`src/rtl/ata_strobe_pkg.sv`:
```
package ata_strobe_pkg;
  typedef enum logic [1:0] {
    PH_IDLE    = 2'd0,
    PH_ACTIVE  = 2'd1,
    PH_RECOVER = 2'd2
  } phase_e;
endpackage

```
`src/rtl/ata_timing_regs.sv`:
```
// Per-drive timing storage. Only the fields that matter are kept.
module ata_timing_regs #(
  parameter int NUM_DRIVES = 2,
  parameter int SEL_W      = 1,
  parameter int ACT_W      = 4,
  parameter int REC_W      = 6,
  parameter int ENT_W      = ACT_W + 1 + REC_W,
  parameter logic [ENT_W-1:0] RESET_ENT = '1
) (
  input  logic             clk,
  input  logic             rst,
  input  logic             wr_en,
  input  logic [SEL_W-1:0] wr_sel,
  input  logic [ENT_W-1:0] wr_ent,
  input  logic [SEL_W-1:0] rd_sel,
  output logic [ENT_W-1:0] rd_ent
);
  logic [ENT_W-1:0] ent_q [NUM_DRIVES];

  for (genvar d = 0; d < NUM_DRIVES; d++) begin : g_drive
    always_ff @(posedge clk) begin
      if (rst) begin
        ent_q[d] <= RESET_ENT;
      end else if (wr_en && (wr_sel == SEL_W'(d))) begin
        ent_q[d] <= wr_ent;
      end
    end
  end

  assign rd_ent = ent_q[rd_sel];
endmodule

```
`src/rtl/ata_phase_ctrl.sv`:
```
// Active / recovery sequencer with IORDY stretch.
module ata_phase_ctrl
  import ata_strobe_pkg::*;
#(
  parameter int ACT_W = 4,
  parameter int REC_W = 6,
  parameter int CNT_W = (ACT_W > REC_W) ? ACT_W : REC_W
) (
  input  logic             clk,
  input  logic             rst,
  input  logic             req_valid,
  input  logic             req_write,
  input  logic [ACT_W-1:0] act_m1,
  input  logic [REC_W-1:0] rec_m1,
  input  logic             iordy_en,
  input  logic             iordy,
  output logic             rd_strobe,
  output logic             wr_strobe,
  output logic             ready,
  output logic             done
);
  phase_e           phase_q;
  logic [CNT_W-1:0] cnt_q;
  logic [REC_W-1:0] rec_q;
  logic             ien_q;
  logic             rd_q, wr_q, ready_q, done_q;
  logic             stall;

  // Hold the active phase while the device reports not ready.
  assign stall = ien_q && !iordy;

  always_ff @(posedge clk) begin
    if (rst) begin
      phase_q <= PH_IDLE;
      cnt_q   <= '0;
      rec_q   <= '0;
      ien_q   <= 1'b0;
      rd_q    <= 1'b0;
      wr_q    <= 1'b0;
      ready_q <= 1'b1;
      done_q  <= 1'b0;
    end else begin
      done_q <= 1'b0;
      case (phase_q)
        PH_IDLE: begin
          if (req_valid) begin
            phase_q <= PH_ACTIVE;
            cnt_q   <= CNT_W'(act_m1);
            rec_q   <= rec_m1;
            ien_q   <= iordy_en;
            rd_q    <= !req_write;
            wr_q    <= req_write;
            ready_q <= 1'b0;
          end
        end
        PH_ACTIVE: begin
          if (cnt_q != '0) begin
            cnt_q <= cnt_q - 1'b1;
          end else if (!stall) begin
            phase_q <= PH_RECOVER;
            cnt_q   <= CNT_W'(rec_q);
            rd_q    <= 1'b0;
            wr_q    <= 1'b0;
          end
        end
        PH_RECOVER: begin
          if (cnt_q != '0) begin
            cnt_q <= cnt_q - 1'b1;
          end else begin
            phase_q <= PH_IDLE;
            ready_q <= 1'b1;
            done_q  <= 1'b1;
          end
        end
        default: phase_q <= PH_IDLE;
      endcase
    end
  end

  assign rd_strobe = rd_q;
  assign wr_strobe = wr_q;
  assign ready     = ready_q;
  assign done      = done_q;
endmodule

```
`src/rtl/ata_strobe_gen.sv`:
```
module ata_strobe_gen #(
  parameter int NUM_DRIVES = 2,
  parameter int SEL_W      = (NUM_DRIVES > 1) ? $clog2(NUM_DRIVES) : 1,
  parameter int WORD_W     = 16,
  parameter int ACT_LSB    = 8,
  parameter int ACT_W      = 4,
  parameter int REC_W      = 6,
  parameter int IORDY_BIT  = 6,
  parameter logic [WORD_W-1:0] RESET_WORD = 16'hFFFF
) (
  input  logic              clk,
  input  logic              rst,
  input  logic              cfg_we,
  input  logic [SEL_W-1:0]  cfg_drive,
  input  logic [WORD_W-1:0] cfg_word,
  input  logic              req_valid,
  input  logic              req_write,
  input  logic [SEL_W-1:0]  req_drive,
  input  logic              iordy,
  output logic              rd_strobe,
  output logic              wr_strobe,
  output logic              ready,
  output logic              done
);
  localparam int ENT_W = ACT_W + 1 + REC_W;

  function automatic logic [ENT_W-1:0] pack_word(input logic [WORD_W-1:0] w);
    return {w[ACT_LSB +: ACT_W], w[IORDY_BIT], w[REC_W-1:0]};
  endfunction

  localparam logic [ENT_W-1:0] RESET_ENT = pack_word(RESET_WORD);

  logic [ENT_W-1:0] sel_ent;

  ata_timing_regs #(
    .NUM_DRIVES(NUM_DRIVES), .SEL_W(SEL_W), .ACT_W(ACT_W), .REC_W(REC_W),
    .ENT_W(ENT_W), .RESET_ENT(RESET_ENT)
  ) u_regs (
    .clk    (clk),
    .rst    (rst),
    .wr_en  (cfg_we),
    .wr_sel (cfg_drive),
    .wr_ent (pack_word(cfg_word)),
    .rd_sel (req_drive),
    .rd_ent (sel_ent)
  );

  ata_phase_ctrl #(.ACT_W(ACT_W), .REC_W(REC_W)) u_ctrl (
    .clk       (clk),
    .rst       (rst),
    .req_valid (req_valid),
    .req_write (req_write),
    .act_m1    (sel_ent[ENT_W-1 -: ACT_W]),
    .rec_m1    (sel_ent[REC_W-1:0]),
    .iordy_en  (sel_ent[REC_W]),
    .iordy     (iordy),
    .rd_strobe (rd_strobe),
    .wr_strobe (wr_strobe),
    .ready     (ready),
    .done      (done)
  );
endmodule

```
`config.mk`:
```
export PLATFORM = sky130hd
export DESIGN_NAME = ata_strobe_gen
export DESIGN_NICKNAME = d
export VERILOG_FILES = /design/src/rtl/ata_strobe_pkg.sv /design/src/rtl/ata_timing_regs.sv /design/src/rtl/ata_phase_ctrl.sv /design/src/rtl/ata_strobe_gen.sv
export SDC_FILE = /design/constraint.sdc
export NUM_CORES = 1
export LEC_CHECK = 0
export CAP_MARGIN = 20
export CORE_UTILIZATION = 44
export CTS_CLUSTER_SIZE = 12
export DETAILED_ROUTE_END_ITERATION = 8
export PLACE_DENSITY_LB_ADDON = 0.08
export SLEW_MARGIN = 20
export SYNTH_ARGS = -nofsm -noshare
export SYNTH_HDL_FRONTEND = slang
export SYNTH_SLANG_ARGS = --single-unit
```
`constraint.sdc`:
```
create_clock -name clk -period 4.1 [get_ports clk]
set_input_delay 0.82 -clock clk [delete_from_list [all_inputs] [get_ports clk]]
set_output_delay 0.82 -clock clk [all_outputs]
set_load 0.005 [all_outputs]
```
==> results.md, run 1 <==
* Setup Crit Path Kind: in2reg
* Initial Util at 0.461
* CP max-delay cell: clkdlybuf4s50_1
* Status: completed
* Vias per cell at 5.67
* RSZ-0062 raised after global routing: false
* Crit-path cells: clkdlybuf4s50_1, and2_1, a21oi_1, nand2b_1, a32oi_1, a21oi_1
* First-pass GRT wire length at 7.20 mm
* Period utilization at 0.579
* VDD IR max at 0.205 mV
* Final HPWL DP at 2.91 mm
* Clk buf depth at 2
* Cell Pwr Density at 511 nW/um2
* Row Count at 24
* Most used routing layer: met2
* Vias in the first global route at 1505
* Synth cell types at 43
* Crit path DAT at 2550 ps
* Crit end category: register
* Share of layout cells above drive strength 1 at 0.104
* Syn_nets at 220
* Slew Viols, Final at 0
* Met3 Use GR at 0.0523
* Worst slew pin tran at 644 ps
* Routed WL at 4.13 mm
* Skew final at 7.18 ps
* Post-Synth Adder-Cell Area at 0.0372
* Syn Inst Count at 190
* Final hold violations at 0
* Clock transition at path regs at 80 ps
* Grt met2 use at 0.323
* DRT iter0 DRCs at 110
* Area grow syn2layout at 16.9%
* Cell accounting for the most synthesized area: edfxtp_1
* Synth Area in Simple Gates at 0.183
* Avg Cell Area, Syn at 10.6 um2
* Post-synthesis xor/xnor area fraction at 0.0130
* Antenna violations before repair at 0
* I/O pins at 28
* Hold Path Depth at 2
* GR Util All Layers at 0.189
* Largest net degree at the start of global routing at 25
* Final setup fails at 0
* Worst Setup Start Kind: input pin
* WHS Endpoint: u_ctrl.rec_q[0]$_SDFFE_PP0P_
* TritonCTS clock tree: yes
* Hold Crit Class: reg2reg
* Main combinational cell family by area after synthesis: simple AND/OR/NAND/NOR gates
* Slew HR at 0.569
* Most Frequent Cell on Critical Path: a21oi_1
* Die Y at 69.7 um
* Cell Area, Synth at 2020 um2
* Sequential share of the synthesized area at 0.515
* Synth warnings at 0
* Async SR Flop Fraction at 0
* Hold_sp: u_ctrl.rec_q[0]$_SDFFE_PP0P_
* Avg WL per Cell at 15.7 um
* Reg2Reg Depth at 7
* Hold buffer count at CTS at 0
* Die area at 4860 um2
* FF-to-FF End: u_ctrl.cnt_q[0]$_SDFFE_PP0P_
* Overflow after GRT at 0
* Routed vias at 1492
* Final GP Congestion at 0.903
* # nets final at 240
* Final Critical Period at 2370 ps
* Core Area at 4380 um2
* R2r setup slk at 2060 ps
* GRT met1 Usage at 0.228
* Critical Path Max Stage Delay at 520 ps
* CTS root buf: clkbuf_8
* DRC Markers at 0
* Ant. Diodes at 0
* Worst-Skew Late Latency at 290 ps
* Ys flop type: edfxtp_1
* Reg2reg start: u_ctrl.phase_q[1]$_SDFFE_PP0P_
* Total CTS buffers at 5
* Port bufs at 22
* Ranking of synthesized cells by area: edfxtp_1 (33%), dfxtp_1 (19%), mux2i_1 (5.0%)
* Max Clk Rate at 421 MHz
* Pre-antenna DRT Iters at 4
* Post-synthesis compound-gate area fraction at 0.159
* Post-synth EDFFs at 22
* Clock sinks at 41
* Final ANT Viol Nets at 0
* Seq cells post-synth at 41
* Critical path required time at 4270 ps
* Final Util at 0.538
* Max-Cap Viols at 0
* CP max FO at 17
* Max H-tree Level at 2
* Total Neg Setup Slack at 0 ps
* Mux contribution to synthesized area at 0.0607
* Post-CTS Setup Repair Bufs at 0
* Post_cts resized at 0
* Die width at 69.7 um
* Post-synth top area share at 0.327
* Pleak at 0.852 nW
## layer usage
| metal | share of wire | wire length [um] |
|---|---|---|
| met3 | 0.047 | 193 |
| met5 | 0 | 0 |
| met2 | 0.51 | 2090 |
| met1 | 0.43 | 1770 |
| met4 | 0.019 | 77 |
## report_power, final
group	internal [W]	switching, W	leakage (nW)
Sequential	0.000489	0.0000387	0.369
Combinational	0.000168	0.000238	0.438
Clock	0.000137	0.000135	0.0455
## state kept, by name, indices dropped and copies added, names as in the netlist
name and count:
u_regs.ent_q 22, u_ctrl.cnt_q 6, u_ctrl.rec_q 6, u_ctrl.phase_q 2, u_ctrl.done 1, u_ctrl.ien_q 1, u_ctrl.rd_strobe 1, u_ctrl.ready 1
u_ctrl.wr_strobe 1
## cells in the final DEF (no fill, tap or decap), types with 4 or more instances in the layout
| master | netlist | final |
|---|---|---|
| a211oi_1 | 7 | 7 |
| a21oi_1 | 11 | 11 |
| a32oi_1 | 4 | 4 |
| clkbuf_8 | 0 | 6 |
| clkdlybuf4s50_1 | 0 | 22 |
| dfxtp_1 | 19 | 19 |
| edfxtp_1 | 22 | 22 |
| ha_1 | 6 | 6 |
| inv_1 | 6 | 6 |
| mux2i_1 | 10 | 10 |
| nand2_1 | 7 | 7 |
| nand2b_1 | 5 | 5 |
| nor2_1 | 12 | 12 |
| nor3_1 | 5 | 5 |
| o21ai_0 | 5 | 5 |
| or2_2 | 11 | 11 |
| or3_1 | 12 | 12 |
## cells in the mapped netlist, types with 2 or more instances
| cell type | instances |
|---|---|
| a211oi_1 | 7 |
| a21oi_1 | 11 |
| a22oi_1 | 2 |
| a311oi_1 | 3 |
| a31oi_1 | 2 |
| a32oi_1 | 4 |
| and3_1 | 3 |
| clkbuf_1 | 8 |
| dfxtp_1 | 19 |
| edfxtp_1 | 22 |
| ha_1 | 6 |
| inv_1 | 6 |
| mux2_2 | 2 |
| mux2i_1 | 10 |
| nand2_1 | 7 |
| nand2b_1 | 5 |
| nand3b_1 | 2 |
| nor2_1 | 12 |
| nor2b_1 | 3 |
| nor3_1 | 5 |
| o21ai_0 | 5 |
| o21ai_1 | 3 |
| or2_2 | 11 |
| or3_1 | 12 |
| xnor2_1 | 2 |
## metrics by stage
| stage | std cells | setup slack, ps | total power, W | hold slack [ps] | cell area [um2] |
|---|---|---|---|---|---|
| floorplan | 190 | 2310 | 0.000827 | 470 | 2020 |
| global placement | 255 | 1440 | 0.000931 | 490 | 2270 |
| detailed placement | 255 | 1400 | 0.000937 | 495 | 2270 |
| CTS | 263 | 1720 | 0.00121 | 506 | 2360 |
| global route | 263 | 1550 | 0.00128 | 520 | 2360 |
| finish | 263 | 1730 | 0.00121 | 501 | 2360 |
## logic make-up after synthesis
family	after synthesis
AND/OR/NAND/NOR	66
AO/OA/AOI/OAI	46
flip-flops	41
buffers and inverters	16
multiplexers	12
adder cells (fa/ha/maj)	6
XOR/XNOR	3
## critical path: cells and delay by family
kind / cells / cell delay (ps)
AND/OR/NAND/NOR: 2 / 730
AO/OA/AOI/OAI: 3 / 470
buffers and inverters: 1 / 520
## cell type report
type	instances	area, um2
fill	406	2020
sequential	41	1040
timing repair buffer	23	228
inverter	6	22.5
tap	52	65.1
clock buffer	8	90.1
multi-input combinational	133	913
## worst max-delay path by stage
stage,start,end,slack [ps],depth (start not counted)
detailed placement,req_valid,u_ctrl.cnt_q[1]$_SDFFE_PP0P_,1400,6
CTS,req_valid,u_ctrl.cnt_q[1]$_SDFFE_PP0P_,1720,6
floorplan,rst,u_regs.ent_q[0][0]$_SDFFCE_PN1P_,2310,2
finish,req_valid,u_ctrl.cnt_q[0]$_SDFFE_PP0P_,1730,6
global route,req_valid,u_ctrl.cnt_q[0]$_SDFFE_PP0P_,1550,6
global placement,req_valid,u_ctrl.cnt_q[0]$_SDFFE_PP0P_,1440,6
(Power assumes the default switching activity.)
==> inputs of run 2 (changes only) <==
==> constraint.sdc (replaced) <==
create_clock -name clk -period 2.05 [get_ports clk]
set_input_delay 0.41 -clock clk [delete_from_list [all_inputs] [get_ports clk]]
set_output_delay 0.41 -clock clk [all_outputs]
set_load 0.005 [all_outputs]
==> run 2 against run 1 <==
Compared with the run above:
- routed wire length down 0.51%
- hold slack better by 2.1 ps
- non-clock buffer count up 8
- global-route usage down 0.62 points
- sequential share of layout area down 0.92 points
- power up 100%
- critical path depth up 1
- first-iteration DRC count down 34%
- largest power group unchanged
==> results.md, run 2 (synthesis gave the netlist of run 1 again) <==
* Crit-path cells: inv_1, ha_1, or3b_4, o21ai_0, nand2_1, a32oi_1, o22ai_1 (was clkdlybuf4s50_1, and2_1, a21oi_1, nand2b_1, a32oi_1, a21oi_1)
* Post-CTS Setup Repair Bufs at 0 (unchanged)
* Final ANT Viol Nets at 0 (unchanged)
* Overflow after GRT at 0 (unchanged)
* Slew HR at 0.652 (was 0.569)
* Row Count at 24 (unchanged)
* Total CTS buffers at 5 (unchanged)
* Stages on worst setup path at 7 (was 6)
* Hold Path Depth at 2 (unchanged)
* Worst slew pin tran at 522 ps (was 644 ps)
* Max reg flops at 22 (unchanged)
* Max H-tree Level at 2 (unchanged)
* Share of layout cells above drive strength 1 at 0.138 (was 0.104)
* End of the critical path: u_ctrl.cnt_q[3]$_SDFFE_PP0P_ (was u_ctrl.cnt_q[0]$_SDFFE_PP0P_)
* Total Neg Setup Slack at 0 ps (unchanged)
* DP Worst Slack at 62.3 ps (was 1400 ps)
* GR Util All Layers at 0.183 (was 0.189)
* Comb power frac at 0.357 (was 0.337)
* Final HPWL DP at 2.97 mm (was 2.91 mm)
* Crit path DAT at 2090 ps (was 2550 ps)
* Critical path required time at 2220 ps (was 4270 ps)
* Final GP Congestion at 0.899 (was 0.903)
* Reg2reg start: u_ctrl.cnt_q[0]$_SDFFE_PP0P_ (was u_ctrl.phase_q[1]$_SDFFE_PP0P_)
* DRT iter0 DRCs at 73 (was 110)
* Avg WL per Cell at 15.2 um (was 15.7 um)
* FF-to-FF End: u_ctrl.cnt_q[3]$_SDFFE_PP0P_ (was u_ctrl.cnt_q[0]$_SDFFE_PP0P_)
* CP max FO at 6 (was 17)
* Slew Viols, Final at 0 (unchanged)
* Die Y at 69.7 um (unchanged)
* VDD IR max at 0.457 mV (was 0.205 mV)
* Sw Pwr at 0.000826 W (was 0.000412 W)
* Worst-Skew Late Latency at 290 ps (about the same)
* Flop pwr share at 0.436 (was 0.438)
* Hold Crit Class: reg2reg (unchanged)
* Antenna violations before repair at 0 (unchanged)
* Hold buffer count at CTS at 0 (unchanged)
* Skew final at 8.53 ps (was 7.18 ps)
* Commonest non-fill, non-tap cells in the layout: clkdlybuf4s50_1 (22), edfxtp_1 (22), dfxtp_1 (19), nor2_1 (12), or3_1 (12) (unchanged)
* TritonCTS clock tree: yes (unchanged)
* Vias in the first global route at 1506 (was 1505)
* Cell Pwr Density at 1000 nW/um2 (was 511 nW/um2)
* Worst path top cell family by delay: compound AO/OA/AOI/OAI gates (was simple AND/OR/NAND/NOR gates)
* Routed vias at 1516 (was 1492)
* Clock sinks at 41 (unchanged)
* Crit end category: register (unchanged)
* Max-Cap Viols at 0 (unchanged)
* Multi-input logic area at 913 um2 (unchanged)
* DRC Markers at 0 (unchanged)
* Fillers at 391 (was 406)
* I/O pins at 28 (unchanged)
* RSZ-0062 raised after global routing: false (unchanged)
* Post_cts resized at 0 (unchanged)
* Sw Share at 0.342 (was 0.341)
* Critical Path Max Stage Delay at 430 ps (was 520 ps)
* Clock transition at path regs at 80 ps (about the same)
* Worst path bufs/invs at 1 (unchanged)
* Status: completed (unchanged)
* Die area at 4860 um2 (unchanged)
* Reg2Reg Depth at 7 (unchanged)
* Internal power at 0.00159 W (was 0.000795 W)
* Register area at 1040 um2 (unchanged)
* Pre-antenna DRT Iters at 4 (unchanged)
* CP max-delay cell: or3b_4 (was clkdlybuf4s50_1)
* Largest regs: u_regs.ent_q x22, u_ctrl.cnt_q x6, u_ctrl.rec_q x6 (unchanged)
* R2r setup slk at 130 ps (was 2060 ps)
* CTS root buf: clkbuf_8 (unchanged)
* Clock power share at 0.207 (was 0.226)
* Final setup fails at 0 (unchanged)
* # nets final at 248 (was 240)
* First-pass GRT wire length at 6.89 mm (was 7.20 mm)
* Pleak at 0.882 nW (was 0.852 nW)
* Period utilization at 0.938
* Crit. Startpoint: u_ctrl.cnt_q[0]$_SDFFE_PP0P_ (was req_valid)
* Largest Register: u_regs.ent_q (unchanged)
* PnR worst setup slack at 127 ps (was 1730 ps)
* Worst Setup Start Kind: register (was input pin)
* Core Area at 4380 um2 (unchanged)
* Max Clk Rate at 520 MHz
* Die width at 69.7 um (unchanged)
* Initial Util at 0.461 (unchanged)
* Clk buf depth at 2 (unchanged)
* Routed WL at 4.11 mm (was 4.13 mm)
* Ant. Diodes at 0 (unchanged)
* Vias per cell at 5.61 (was 5.67)
* Area grow syn2layout at 19.3% (was 16.9%)
* Final Critical Period at 1920 ps
* Port bufs at 22 (unchanged)
* Setup Crit Path Kind: reg2reg (was in2reg)
* Largest net degree at the start of global routing at 22 (was 25)
* Final hold violations at 0 (unchanged)
-- run 2: cell type report --
type / count / area share
sequential: 41 / 0.432
multi-input combinational: 133 / 0.379
timing repair buffer: 31 / 0.119
clock buffer: 5 / 0.0286
tap: 52 / 0.0270
inverter: 6 / 0.00935
clock inverter: 2 / 0.00467
-- run 2: how the worst min path moves through the flow --
stage               slack (ps)                         start                      endpoint
global placement           490  u_ctrl.rec_q[0]$_SDFFE_PP0P_  u_ctrl.rec_q[0]$_SDFFE_PP0P_
detailed placement         490  u_ctrl.rec_q[0]$_SDFFE_PP0P_  u_ctrl.rec_q[0]$_SDFFE_PP0P_
floorplan                  470  u_ctrl.cnt_q[5]$_SDFFE_PP0P_  u_ctrl.cnt_q[5]$_SDFFE_PP0P_
global route               540  u_ctrl.rec_q[2]$_SDFFE_PP0P_  u_ctrl.rec_q[2]$_SDFFE_PP0P_
finish                     500  u_ctrl.rec_q[0]$_SDFFE_PP0P_  u_ctrl.rec_q[0]$_SDFFE_PP0P_
CTS                        500  u_ctrl.rec_q[0]$_SDFFE_PP0P_  u_ctrl.rec_q[0]$_SDFFE_PP0P_
-- run 2: routing by layer --
metal  share of wire  routed length (um)  global-route usage
met5               0                   0                   0
met2            0.52                2130               0.321
met4           0.014                  57              0.0622
met1            0.43                1780               0.218
met3           0.034                 139              0.0436
-- run 2: metrics by stage --
stage,cell area (um2),utilization,power [W],instances,hold WS (ps)
after floorplan,2020,-,0.00165,190,470
after global placement,2330,0.531,0.00192,263,489
after detailed placement,2330,0.531,0.00192,263,489
after CTS,2410,0.550,0.00243,270,501
after global routing,2410,0.550,0.00257,270,543
final,2410,0.550,0.00242,270,503
-- run 2: power by group through the flow --
stage                     logic, W  registers (W)  clock network [W]
after global placement    0.000847        0.00107                  0
after floorplan           0.000603        0.00105                  0
final                     0.000863        0.00105           0.000499
after CTS                 0.000860        0.00105           0.000514
after global routing      0.000946        0.00107           0.000554
after detailed placement  0.000852        0.00107                  0
-- run 2: worst min-delay path, delay by kind of cell (launching register included) --
kind / cells / cell delay, ps
AOI/OAI and AO/OA: 1 / 50
DFF: 1 / 310
and+or+nand+nor: 1 / 90
